`config.mk`:
```
export PLATFORM = sky130hd
export DESIGN_NAME = lpm_ctrl
export DESIGN_NICKNAME = d
export VERILOG_FILES = /design/src/rtl/lpm_pkg.sv /design/src/rtl/lpm_rst_qual.sv /design/src/rtl/lpm_mode_fsm.sv /design/src/rtl/lpm_out_map.sv /design/src/rtl/lpm_ctrl.sv
export SDC_FILE = /design/constraint.sdc
export NUM_CORES = 1
export LEC_CHECK = 0
export ABC_CLOCK_PERIOD_IN_PS = 1450
export BUFFER_PORTS_ARGS = -buffer_cell sky130_fd_sc_hd__buf_2
export CAP_MARGIN = 0
export CORE_AREA = 2 2 39 41
export CTS_CLUSTER_SIZE = 16
export DETAILED_ROUTE_END_ITERATION = 8
export DIE_AREA = 0 0 41 43
export GPL_TIMING_DRIVEN = 0
export PLACE_DENSITY = 0.66
export REMOVE_ABC_BUFFERS = 1
export SYNTH_ARGS = -nofsm -noshare
export SYNTH_HDL_FRONTEND = slang
export SYNTH_SLANG_ARGS = --single-unit
```
`constraint.sdc`:
```
create_clock -name clk -period 1.45 [get_ports clk]
set_input_delay 0.2175 -clock clk [delete_from_list [all_inputs] [get_ports clk]]
set_output_delay 0.2175 -clock clk [all_outputs]
set_load 0.01 [all_outputs]
```
`src/rtl/lpm_pkg.sv`:
```
package lpm_pkg;
  typedef enum logic [1:0] {
    ST_RUN   = 2'd0,
    ST_IDLE  = 2'd1,
    ST_PDOWN = 2'd2
  } lpm_state_e;
endpackage

```
`src/rtl/lpm_rst_qual.sv`:
```
// Accepts the reset pin only after a run of consecutive high samples.
module lpm_rst_qual #(
  parameter int QUAL_CLKS = 24
) (
  input  logic clk,
  input  logic rst,
  input  logic pin_i,
  output logic valid_o
);
  localparam int CW = $clog2(QUAL_CLKS + 1);
  localparam logic [CW-1:0] LAST = CW'(QUAL_CLKS - 1);

  logic [CW-1:0] cnt_q;

  always_ff @(posedge clk) begin
    if (rst) begin
      cnt_q   <= '0;
      valid_o <= 1'b0;
    end else if (!pin_i) begin
      cnt_q   <= '0;
      valid_o <= 1'b0;
    end else begin
      if (cnt_q != LAST) cnt_q <= cnt_q + 1'b1;
      valid_o <= (cnt_q == LAST);
    end
  end


  drop_on_low_chk: assert property (@(posedge clk) disable iff (rst)
    !pin_i |=> !valid_o);


  rise_needs_pin_chk: assert property (@(posedge clk) disable iff (rst)
    $rose(valid_o) |-> $past(pin_i));
endmodule

```
`src/rtl/lpm_mode_fsm.sv`:
```
// Run / idle / power-down sequencing with pending requests.
module lpm_mode_fsm
  import lpm_pkg::*;
(
  input  logic       clk,
  input  logic       rst,
  input  logic       clr_i,
  input  logic       we_i,
  input  logic       req_idle_i,
  input  logic       req_pd_i,
  input  logic       tick_i,
  input  logic       irq_i,
  output lpm_state_e state_o,
  output logic       wake_o
);
  lpm_state_e state_q;
  logic       idle_q, pd_q;

  always_ff @(posedge clk) begin
    if (rst || clr_i) begin
      state_q <= ST_RUN;
      idle_q  <= 1'b0;
      pd_q    <= 1'b0;
      wake_o  <= 1'b0;
    end else begin
      wake_o <= 1'b0;
      unique case (state_q)
        ST_RUN: begin
          if (we_i) begin
            idle_q <= req_idle_i;
            pd_q   <= req_pd_i;
          end else if (tick_i) begin
            if (pd_q)        state_q <= ST_PDOWN;
            else if (idle_q) state_q <= ST_IDLE;
          end
        end
        ST_IDLE: begin
          if (irq_i) begin
            state_q <= ST_RUN;
            idle_q  <= 1'b0;
            wake_o  <= 1'b1;
          end
        end
        default: ;
      endcase
    end
  end

  assign state_o = state_q;


  entry_on_tick_chk: assert property (@(posedge clk) disable iff (rst)
    ($past(state_q) == ST_RUN && state_q != ST_RUN) |-> $past(tick_i));


  pd_sticky_chk: assert property (@(posedge clk) disable iff (rst)
    (state_q == ST_PDOWN && !clr_i) |=> (state_q == ST_PDOWN));


  wake_source_chk: assert property (@(posedge clk) disable iff (rst)
    wake_o |-> ($past(state_q) == ST_IDLE && $past(irq_i)));
endmodule

```
`src/rtl/lpm_out_map.sv`:
```
// Decodes the mode into clock enables and strobe overrides.
module lpm_out_map
  import lpm_pkg::*;
(
  input  lpm_state_e state_i,
  output logic       cpu_en_o,
  output logic       per_en_o,
  output logic       force_o,
  output logic       ale_o,
  output logic       psen_o
);
  always_comb begin
    cpu_en_o = (state_i == ST_RUN);
    per_en_o = (state_i != ST_PDOWN);
    force_o  = (state_i != ST_RUN);
    ale_o    = (state_i == ST_IDLE);
    psen_o   = (state_i == ST_IDLE);
  end
endmodule

```
`src/rtl/lpm_ctrl.sv`:
```
module lpm_ctrl
  import lpm_pkg::*;
#(
  parameter int DATA_W      = 8,
  parameter int IDLE_BIT    = 0,
  parameter int PD_BIT      = 1,
  parameter int CLKS_PER_MC = 12,
  parameter int QUAL_MC     = 2
) (
  input  logic              clk,
  input  logic              rst,
  input  logic              pcon_we,
  input  logic [DATA_W-1:0] pcon_wdata,
  input  logic              mc_tick,
  input  logic              irq_pend,
  input  logic              rst_pin,
  output logic              cpu_clk_en,
  output logic              per_clk_en,
  output logic              strobe_force,
  output logic              ale_level,
  output logic              psen_level,
  output logic              wake,
  output logic              sys_rst
);
  localparam int QUAL_CLKS = CLKS_PER_MC * QUAL_MC;

  lpm_state_e state;

  lpm_rst_qual #(.QUAL_CLKS(QUAL_CLKS)) u_qual (
    .clk    (clk),
    .rst    (rst),
    .pin_i  (rst_pin),
    .valid_o(sys_rst)
  );

  lpm_mode_fsm u_fsm (
    .clk       (clk),
    .rst       (rst),
    .clr_i     (sys_rst),
    .we_i      (pcon_we),
    .req_idle_i(pcon_wdata[IDLE_BIT]),
    .req_pd_i  (pcon_wdata[PD_BIT]),
    .tick_i    (mc_tick),
    .irq_i     (irq_pend),
    .state_o   (state),
    .wake_o    (wake)
  );

  lpm_out_map u_map (
    .state_i (state),
    .cpu_en_o(cpu_clk_en),
    .per_en_o(per_clk_en),
    .force_o (strobe_force),
    .ale_o   (ale_level),
    .psen_o  (psen_level)
  );


  gate_order_chk: assert property (@(posedge clk) disable iff (rst)
    !per_clk_en |-> !cpu_clk_en);


  reset_to_run_chk: assert property (@(posedge clk) disable iff (rst)
    sys_rst |=> cpu_clk_en);
endmodule

```
==> flow_summary.yaml <==
layout:
  layout-drive-gt1-share_pct: 33.82
  nNetsFinal: 84
  multi_input_area_sq_um: 265.3
  final-seq-area_sq_um: 220.2
  postLayoutCellArea_sq_um: 613.1
  syn_to_final_growth_pct: 21.59
  n_antenna_cell: 0
  fill_cells: 148
  fin_cells: 84
placed_design:
  placed_cells: 80
  hpwl_microns: 657.8
  gp_congestion: 0.6534
  pre_cts_slack_ps: 258.1
  dpl-instance-area_sq_um: 586.8
  port_buffers: 14
die:
  die_height_microns: 43
  die_area_sq_mm: 0.001763
  fp.coreArea_sq_mm: 0.001384
  pin_count: 21
  die_x_microns: 41
  placementRows: 14
  start_util_pct: 36.44
grt:
  grt_pass1_vias: 339
  grt_pass1_wl_microns: 1242
  grt-ovfl-total: 0
  grt_max_degree: 8
  track_usage_pct: 10.63
  antenna_found_initial: 0
drt:
  drt-initial-drc-count: 2
  wl_met1_microns: 369
  wire_per_inst_microns: 10.07
  drt_wl_total_microns: 846
  antenna_left: 0
  drt_pre_antenna_iters: 4
  viasPerCell: 4.810
  top_layer: "met3"
  drc: 0
  met2WireLength_microns: 418
  vias: 404
  wl_met3_microns: 58
power:
  power_density_mw_per_mm2: 936.0
  vdd_drop_max_uv: 607.4
  power_leakage_uw: 0.0002820
timing:
  whs_ps: 184.2
  fin_skew_ps: 5.628
  period_minus_slack_ps: 1378
  finalSetupTns_ps: 0
  slew_headroom_pct: 79.96
  worst_pin_slew_ps: 300.2
  min_period_over_period_pct: 95.03
  setup_viol_count_final: 0
  hold_viol_final: 0
  rsz0062_at_grt: "no"
  layout_setup_ws_ps: 72.13
  fmaxAchievable_mhz: 725.8
  slew_violations: 0
clock_tree:
  clk_pin_slew_worst_paths_ps: 70
  cts_resized: 0
  cts_setup_buffers: 0
  numCtsBuffers: 3
  cts_root_buf: "clkbuf_4"
  cts.sinks: 11
  htreeDepth: 1
  cts_buffer_depth: 2
  cts_tree: "done"
  clkLatencyLatePin_ps: 270
  ctsHoldBuffers: 0
setup_path:
  crit_fanout: 7
  cp_data_arrival_time_ps: 1160
  end_kind: "primary output"
  critPathKind: "reg -> out"
  start_kind: "register"
  required_ps: 1230
flow_run:
  max-cap-violations: 0
status:
  status: "complete, no violations"
synthesis:
  syn_area_per_cell_sq_um: 9.887
  synthCells: 51
  yosysWarnings: 0
  synthDistinctLibCells: 28
  mappedNetlistArea_sq_um: 504.2
  ys_ff_latch: 11
  yosysSeqAreaShare_pct: 43.67
hold_path:
  hold_path.class: "in -> reg"
[logic make-up (layout without fill, tap and decap cells)]
family          count (synthesis)  count (layout)  share of synthesized area [%]
mux                             2               2                          3.970
simple gates                   22              22                          29.28
flops                          11              11                          43.67
fa+ha+maj                       1               1                          2.481
compound gates                  8               8                          11.66
xor+xnor                        3               3                          5.212
buf+inv                         4              21                          3.722
[sequential cells by signal, summed over array words and instances (netlist names)]
| register | flops |
|---|---|
| u_qual.valid_o | 1 |
| u_fsm.idle_q | 1 |
| u_qual.cnt_q | 5 |
| u_fsm.pd_q | 1 |
| u_fsm.wake_o | 1 |
| u_fsm.state_o | 2 |
[worst paths after layout]
check / startpoint / end / slack (ps) / cells past startpoint
max: u_fsm.state_o[1] / ale_level / 70 / 2
min: irq_pend / u_fsm.wake_o / 180 / 3
max reg2reg: u_qual.cnt_q[0] / u_qual.cnt_q[0] / 270 / 4
min reg2reg: u_qual.cnt_q[2] / u_qual.cnt_q[2] / 510 / 1
[where the power goes]
| group | switching, uW | internal [uW] | total [uW] | leakage [uW] |
|---|---|---|---|---|
| Combinational | 23.3 | 27.7 | 51.0 | 0.000178 |
| Clock | 98.6 | 106 | 205 | 0.0000150 |
| Sequential | 7.95 | 310 | 318 | 0.0000894 |
[through the flow]
step / power [uW] / util (%)
2_1_floorplan: 354.0 / -
3_3_place_gp: 375.5 / 42.41
3_5_place_dp: 376.3 / 42.41
4_1_cts: 586.3 / 44.30
5_1_grt: 604.2 / 44.30
6_report: 573.8 / 44.30
[routing by layer]
layer  track usage [%]  vias up
met4             4.000        0
met2             17.50       11
li1                  -      212
met5                 0        -
met1             10.23      181
met3             6.283        0
[synth_stat cells]
master	number	area, sq um
inv_1	3	11.26
nor3_1	2	10.01
o21ai_0	1	5.000
nand3_1	2	10.01
buf_4	1	7.510
a31oi_1	2	12.51
dfxtp_1	11	220.2
a32oi_1	1	8.760
and2b_2	1	8.760
mux2i_1	2	20.02
nand2b_1	1	6.260
o21bai_1	1	7.510
and2b_1	1	7.510
nand2b_4	1	13.76
nor3_2	1	10.01
nand4b_1	2	17.52
xor2_1	2	17.52
nor3b_1	1	7.510
xnor2_1	1	8.760
nor3b_2	1	12.51
nor2b_1	1	6.260
nor2_1	5	18.77
o21ai_1	1	5.000
nor2_4	1	11.26
nand2_1	2	7.510
ha_1	1	12.51
a211oi_1	1	7.510
a211oi_2	1	12.51
[critical path: stages (launching register included)]
cell and delay (ps):
dfxtp_1 490, and2b_2 270, buf_2 140
[area by class of cell]
class	count	share of cell area, %
multi-input combinational	36	43.27
sequential	11	35.92
timing repair buffer	14	11.43
tap	16	3.265
inverter	3	1.837
clock buffer	4	4.286
[layout by cell type, fill, tap and decap left out, types with 2 or more instances in the layout]
cell,n
a31oi_1,2
nand4b_1,2
mux2i_1,2
buf_2,14
clkbuf_4,3
nand2_1,2
xor2_1,2
inv_1,3
dfxtp_1,11
nor2_1,5
nor3_1,2
nand3_1,2
Note: power is estimated with default switching activity, not from simulation.
